`src/rtl/bpu_pkg.sv`:
```
`timescale 1ns/1ps
package bpu_pkg;
    localparam int NCHK = 4;

    typedef enum logic [2:0] {
        FC_NONE  = 3'd0,
        FC_DATA  = 3'd1,
        FC_ADDR  = 3'd2,
        FC_SPACE = 3'd3,
        FC_CTRL  = 3'd4
    } fault_code_e;

    typedef enum logic {
        ST_CLEAN  = 1'b0,
        ST_LOGGED = 1'b1
    } fsm_state_e;
endpackage

```
`src/rtl/bpu_par_check.sv`:
```
`timescale 1ns/1ps
module bpu_par_check #(
    parameter int W = 8
) (
    input  logic [W-1:0] field,
    input  logic         par,
    input  logic         en,
    output logic         err
);
    // odd parity: field plus parity bit must carry an odd count of ones
    logic ones_odd;
    always_comb begin
        ones_odd = (^field) ^ par;
        err      = en & ~ones_odd;
    end
endmodule

```
`src/rtl/bpu_par_gen.sv`:
```
`timescale 1ns/1ps
module bpu_par_gen #(
    parameter int W = 8
) (
    input  logic [W-1:0] field,
    output logic         par
);
    always_comb par = ~(^field);
endmodule

```
`src/rtl/bpu_prio_sel.sv`:
```
`timescale 1ns/1ps
module bpu_prio_sel
    import bpu_pkg::*;
(
    input  logic [NCHK-1:0] fails,
    output fault_code_e     code,
    output logic            any
);
    always_comb begin
        code = FC_NONE;
        // walk from highest to lowest so the lowest index wins
        for (int i = NCHK - 1; i >= 0; i--) begin
            if (fails[i]) code = fault_code_e'(3'(i + 1));
        end
        any = |fails;
    end
endmodule

```
`src/rtl/bpu_fault_fsm.sv`:
```
`timescale 1ns/1ps
module bpu_fault_fsm
    import bpu_pkg::*;
#(
    parameter int ADDR_W = 32
) (
    input  logic              clk,
    input  logic              rst_n,
    input  logic              hit,
    input  fault_code_e       hit_code,
    input  logic [ADDR_W-1:0] hit_addr,
    input  logic              clr,
    output logic              mexc_n,
    output logic              fault_vld,
    output logic [2:0]        fault_code,
    output logic [ADDR_W-1:0] fault_addr
);
    fsm_state_e        state_q, state_d;
    logic              capture;
    logic              release_rec;
    logic [2:0]        code_q;
    logic [ADDR_W-1:0] addr_q;
    logic              mexc_q;

    // next-state: CAPTURE, HOLD, RELEASE, RECAPTURE
    always_comb begin
        state_d     = state_q;
        capture     = 1'b0;
        release_rec = 1'b0;
        unique case (state_q)
            ST_CLEAN: begin
                if (hit) begin
                    state_d = ST_LOGGED;
                    capture = 1'b1;
                end
            end
            ST_LOGGED: begin
                if (clr && hit) begin
                    state_d = ST_LOGGED;
                    capture = 1'b1;
                end else if (clr) begin
                    state_d     = ST_CLEAN;
                    release_rec = 1'b1;
                end
            end
            default: state_d = ST_CLEAN;
        endcase
    end

    // state register
    always_ff @(posedge clk or negedge rst_n) begin
        if (!rst_n) state_q <= ST_CLEAN;
        else        state_q <= state_d;
    end

    // output registers
    always_ff @(posedge clk or negedge rst_n) begin
        if (!rst_n) begin
            mexc_q <= 1'b1;
            code_q <= 3'd0;
            addr_q <= '0;
        end else begin
            mexc_q <= ~hit;
            if (capture) begin
                code_q <= hit_code;
                addr_q <= hit_addr;
            end else if (release_rec) begin
                code_q <= 3'd0;
                addr_q <= '0;
            end
        end
    end

    assign mexc_n     = mexc_q;
    assign fault_vld  = (state_q == ST_LOGGED);
    assign fault_code = code_q;
    assign fault_addr = addr_q;
endmodule

```
`src/rtl/bus_parity_unit.sv`:
```
`timescale 1ns/1ps
module bus_parity_unit
    import bpu_pkg::*;
#(
    parameter int DATA_W = 32,
    parameter int ADDR_W = 32,
    parameter int ASI_W  = 8,
    parameter int SIZE_W = 2,
    parameter int CTRL_W = 8
) (
    input  logic              clk,
    input  logic              rst_n,
    input  logic              par_off_n,
    input  logic              acc_vld,
    input  logic              data_wr,
    input  logic [DATA_W-1:0] data_bus,
    input  logic              data_par_in,
    output logic              data_par_out,
    input  logic [ADDR_W-1:0] addr,
    input  logic              addr_par,
    input  logic [ASI_W-1:0]  asi,
    input  logic [SIZE_W-1:0] xfer_size,
    input  logic              space_par,
    input  logic [CTRL_W-1:0] ctrl_in,
    input  logic              ctrl_par_in,
    input  logic [CTRL_W-1:0] ctrl_drv,
    output logic              ctrl_par_out,
    input  logic              fsr_clr,
    output logic              mexc_n,
    output logic              fault_vld,
    output logic [2:0]        fault_code,
    output logic [ADDR_W-1:0] fault_addr
);
    localparam int SPACE_W = ASI_W + SIZE_W;

    logic              chk_en;
    logic              data_en;
    logic [NCHK-1:0]   fails;
    logic [SPACE_W-1:0] space_field;
    fault_code_e       sel_code;
    logic              any_fail;

    assign chk_en      = acc_vld & par_off_n;
    assign data_en     = chk_en & ~data_wr;
    assign space_field = {asi, xfer_size};

    // index order sets the fault code: 0=data,1=addr,2=space,3=ctrl
    bpu_par_check #(.W(DATA_W)) u_chk_data (
        .field(data_bus), .par(data_par_in), .en(data_en), .err(fails[0]));
    bpu_par_check #(.W(ADDR_W)) u_chk_addr (
        .field(addr), .par(addr_par), .en(chk_en), .err(fails[1]));
    bpu_par_check #(.W(SPACE_W)) u_chk_space (
        .field(space_field), .par(space_par), .en(chk_en), .err(fails[2]));
    bpu_par_check #(.W(CTRL_W)) u_chk_ctrl (
        .field(ctrl_in), .par(ctrl_par_in), .en(chk_en), .err(fails[3]));

    bpu_par_gen #(.W(DATA_W)) u_gen_data (.field(data_bus), .par(data_par_out));
    bpu_par_gen #(.W(CTRL_W)) u_gen_ctrl (.field(ctrl_drv), .par(ctrl_par_out));

    bpu_prio_sel u_sel (.fails(fails), .code(sel_code), .any(any_fail));

    bpu_fault_fsm #(.ADDR_W(ADDR_W)) u_fsm (
        .clk        (clk),
        .rst_n      (rst_n),
        .hit        (any_fail),
        .hit_code   (sel_code),
        .hit_addr   (addr),
        .clr        (fsr_clr),
        .mexc_n     (mexc_n),
        .fault_vld  (fault_vld),
        .fault_code (fault_code),
        .fault_addr (fault_addr)
    );
endmodule

```
`config.mk`:
```
export PLATFORM = sky130hd
export DESIGN_NAME = bus_parity_unit
export DESIGN_NICKNAME = d
export VERILOG_FILES = /design/src/rtl/bpu_pkg.sv /design/src/rtl/bpu_par_check.sv /design/src/rtl/bpu_par_gen.sv /design/src/rtl/bpu_prio_sel.sv /design/src/rtl/bpu_fault_fsm.sv /design/src/rtl/bus_parity_unit.sv
export SDC_FILE = /design/constraint.sdc
export NUM_CORES = 1
export LEC_CHECK = 0
export BUFFER_PORTS_ARGS = -buffer_cell sky130_fd_sc_hd__buf_2
export CAP_MARGIN = 20
export CORE_MARGIN = 4
export CORE_UTILIZATION = 30
export CTS_CLUSTER_SIZE = 24
export DETAILED_ROUTE_END_ITERATION = 7
export GPL_ROUTABILITY_DRIVEN = 0
export PLACE_DENSITY_LB_ADDON = 0.2
export SETUP_SLACK_MARGIN = 0.4
export SYNTH_ARGS = -nofsm -noshare
export SYNTH_HDL_FRONTEND = slang
export SYNTH_SLANG_ARGS = --single-unit
```
`constraint.sdc`:
```
create_clock -name clk -period 1.3 [get_ports clk]
set_input_delay 0.13 -clock clk [delete_from_list [all_inputs] [get_ports clk]]
set_output_delay 0.13 -clock clk [all_outputs]
set_load 0.02 [all_outputs]
```
==> qor.yml <==
path_max_fanout: 8
rsz0062_at_grt: "yes"
crit_buf_inv: 2
synth_common_cells: "xnor2_1, dfrtp_1, a22o_1, xor2_1"
r2r_start: "u_fsm.fault_vld$_DFF_PN0_"
antenna_found_initial: 0
synth.most_common_cell: "xnor2_1"
clkLatencyLatePin_ns: 0.28
maxCapViolCount: 0
worstHoldStart: "addr[8]"
routed_wl_um: 7090
grt_pass1_wl_um: 9660
root_buffer: "clkbuf_8"
clockPowerShare: 0.119
p_int_uw: 5500
synth-main-ff-cell: "dfrtp_1"
ys_top_cells_by_area: "dfrtp_1, xnor2_1, a22o_1, xor2_1, buf_6"
synth_top_cell_by_area: "dfrtp_1"
n_antenna_cell: 0
synth-edff-count: 0
reg2reg_to: "u_fsm.fault_addr[0]$_DFFE_PN0P_"
num_vias: 2197
overflow: 0
cts.path.max_buffers: 2
tns_ns: -23.97
postSynth.asyncResetShare: 1.00
start_util: 0.311
dp_slack_ns: -1.03
power_frac_comb: 0.658
ys_ff_latch: 37
status: "complete, but fails checks"
setup_viol: 38
crit_family: "XOR/XNOR gates"
p_sw_uw: 3220
syn_avg_cell_area_um2: 12.0
worst_ep_required_time_ns: 1.47
relSlewSlack: 0.517
cts_made_buffers: 5
seqPwrFrac: 0.223
drtIter0Drc: 67
final_hold_viol_count: 0
clkTransAtPathRegs_ns: 0.08
fin_crit_sh: 1.53
ant_nets: 0
p_leak_uw: 0.00214
max_freq_ghz: 0.504
violations: "setup timing"
placementRows: 31
cts_sinks: 37
io_pins: 139
cp-start-kind: "input port"
setup.worst_path.class: "input port to register"
chipWidth_um: 95.0
worstPathArrival_ns: 2.15
tightestPinTransition_ns: 0.724
routedWlPerCell_um: 14.6
dieHeight_um: 95.0
grt_pass1_vias: 2141
r2r_cells: 4
die_area_um2: 9020
dr.pass1.iters: 4
cts_tree: "yes"
min_period_ns: 1.98
syn_nets: 289
power_density_nw_per_um2: 1960
setup_ws_ns: -0.683
crit_chain: "buf_2 -> xnor2_2 -> xnor2_1 -> xnor2_1 -> xnor3_1 -> xnor2_2 -> o21bai_4 -> a31oi_4 -> clkbuf_16 -> a22o_1"
hpwl_um: 4490
cp-end-kind: "register"
min_path_cells: 2
layout-drive-gt1-share: 0.624
drc: 0
synth_cell_types: 25
hp-class: "input port to register"
grt_max_degree: 33
worst-r2r-setup-slack_ns: -0.33
ys_seq_area_frac: 0.408
syn_to_final_growth_pct: 95.5
syn_area_um2: 2270
numPortBuffers: 138
crit_path_top_delay_cell: "xnor3_1"
slew_violations: 0
hold_end: "u_fsm.fault_addr[8]$_DFFE_PN0P_"
total_power_uw: 8720
skew_ns: 0.00433
swShare: 0.370
grt.total_usage: 0.136
core_um2: 7290
ys_warn_count: 0
via_per_inst: 4.51
max_stage_delay_ns: 0.38
syn-instance-count: 189
layout.nets: 487
irDropWorstVdd_v: 0.000956
dp.cells: 445
stdcell_count: 487
whs_ns: 0.0754
synth_top_area_frac: 0.397
cts_max_level: 2
[state kept, by name, indices dropped and copies added (netlist names)]
register and flops:
u_fsm.fault_code 3, u_fsm.fault_vld 1, u_fsm.fault_addr 32, u_fsm.mexc_n 1
[kinds of logic (layout without fill, tap and decap cells)]
kind of cell / Yosys count / count (layout) / synth area share
XOR/XNOR: 87 / 87 / 0.348
multiplexers: 2 / 2 / 0.0110
AO/OA/AOI/OAI: 40 / 42 / 0.166
flip-flops: 37 / 37 / 0.408
AND/OR/NAND/NOR: 17 / 17 / 0.0358
buffers and inverters: 6 / 203 / 0.0298
[power by group through the flow]
stage | Combinational [uW] | Sequential [uW] | Clock [uW]
detailed placement | 3900 | 1850 | 0
global placement | 3850 | 1880 | 0
finish | 5740 | 1940 | 1040
CTS | 5000 | 1940 | 1070
global route | 6100 | 1980 | 1140
floorplan | 2200 | 2390 | 0
[placed cells by master, fill, tap and decap left out, drive strengths merged]
| master | synthesis | routed |
|---|---|---|
| nand3 | 1 | 1 |
| a32o | 1 | 1 |
| o2bb2ai | 1 | 1 |
| dfrtp | 36 | 36 |
| or3 | 1 | 1 |
| o21bai | 1 | 1 |
| mux2 | 1 | 1 |
| xnor3 | 1 | 1 |
| o211ai | 1 | 1 |
| nand2 | 6 | 6 |
| xor2 | 10 | 10 |
| a211o | 1 | 1 |
| nor3 | 1 | 1 |
| clkbuf | 0 | 8 |
| bufinv | 0 | 1 |
| nor2 | 4 | 4 |
| xnor2 | 76 | 76 |
| nor3b | 2 | 2 |
| mux2i | 1 | 1 |
| dlygate4sd3 | 0 | 1 |
| o21ai | 1 | 1 |
| a31oi | 1 | 1 |
| dfstp | 1 | 1 |
| buf | 6 | 193 |
| a22o | 32 | 32 |
| nor2b | 2 | 2 |
| a31o | 1 | 3 |
[how the worst max path moves through the flow]
stage	start	to	slack, ns	depth (start not counted)
2_1_floorplan	data_bus[27]	u_fsm.fault_addr[0]$_DFFE_PN0P_	-0.83	9
3_3_place_gp	addr[24]	u_fsm.fault_addr[28]$_DFFE_PN0P_	-1.03	9
3_5_place_dp	addr[24]	u_fsm.fault_addr[20]$_DFFE_PN0P_	-1.03	9
4_1_cts	addr[13]	u_fsm.fault_addr[29]$_DFFE_PN0P_	-0.68	10
5_1_grt	data_bus[22]	u_fsm.fault_addr[5]$_DFFE_PN0P_	-0.75	10
6_report	addr[2]	u_fsm.fault_addr[0]$_DFFE_PN0P_	-0.68	10
[repair_timing]
action,in CTS,in global routing
endpoints found under the hold margin,15,0
endpoints found under the setup margin,76,76
buffers inserted,17,12
resized for setup,111,56
pin swaps,14,26
cloned,1,3
hold buffers,1,0
[per-stage QoR]
stage / area (um2) / util
2_1_floorplan: 2290 / -
3_3_place_gp: 3250 / 0.445
3_5_place_dp: 3250 / 0.445
4_1_cts: 3960 / 0.542
5_1_grt: 4440 / 0.609
6_report: 4440 / 0.609
[area by class of cell]
| cell class | count | area [um2] |
|---|---|---|
| clock inverters | 1 | 30.0 |
| fillers | 602 | 2850 |
| flip-flops and latches | 37 | 927 |
| clock buffers | 7 | 86.3 |
| multi-input cells | 148 | 1610 |
| repair buffers | 195 | 1660 |
| well taps | 99 | 124 |
[layer usage]
metal,up-vias,part of all wire,GRT usage
li1,1060,-,-
met1,1036,0.39,0.162
met2,97,0.52,0.238
met3,4,0.087,0.0390
met4,0,0.0058,0.0361
met5,-,0,0
No activity file was read; power rests on OpenSTA's default activity.
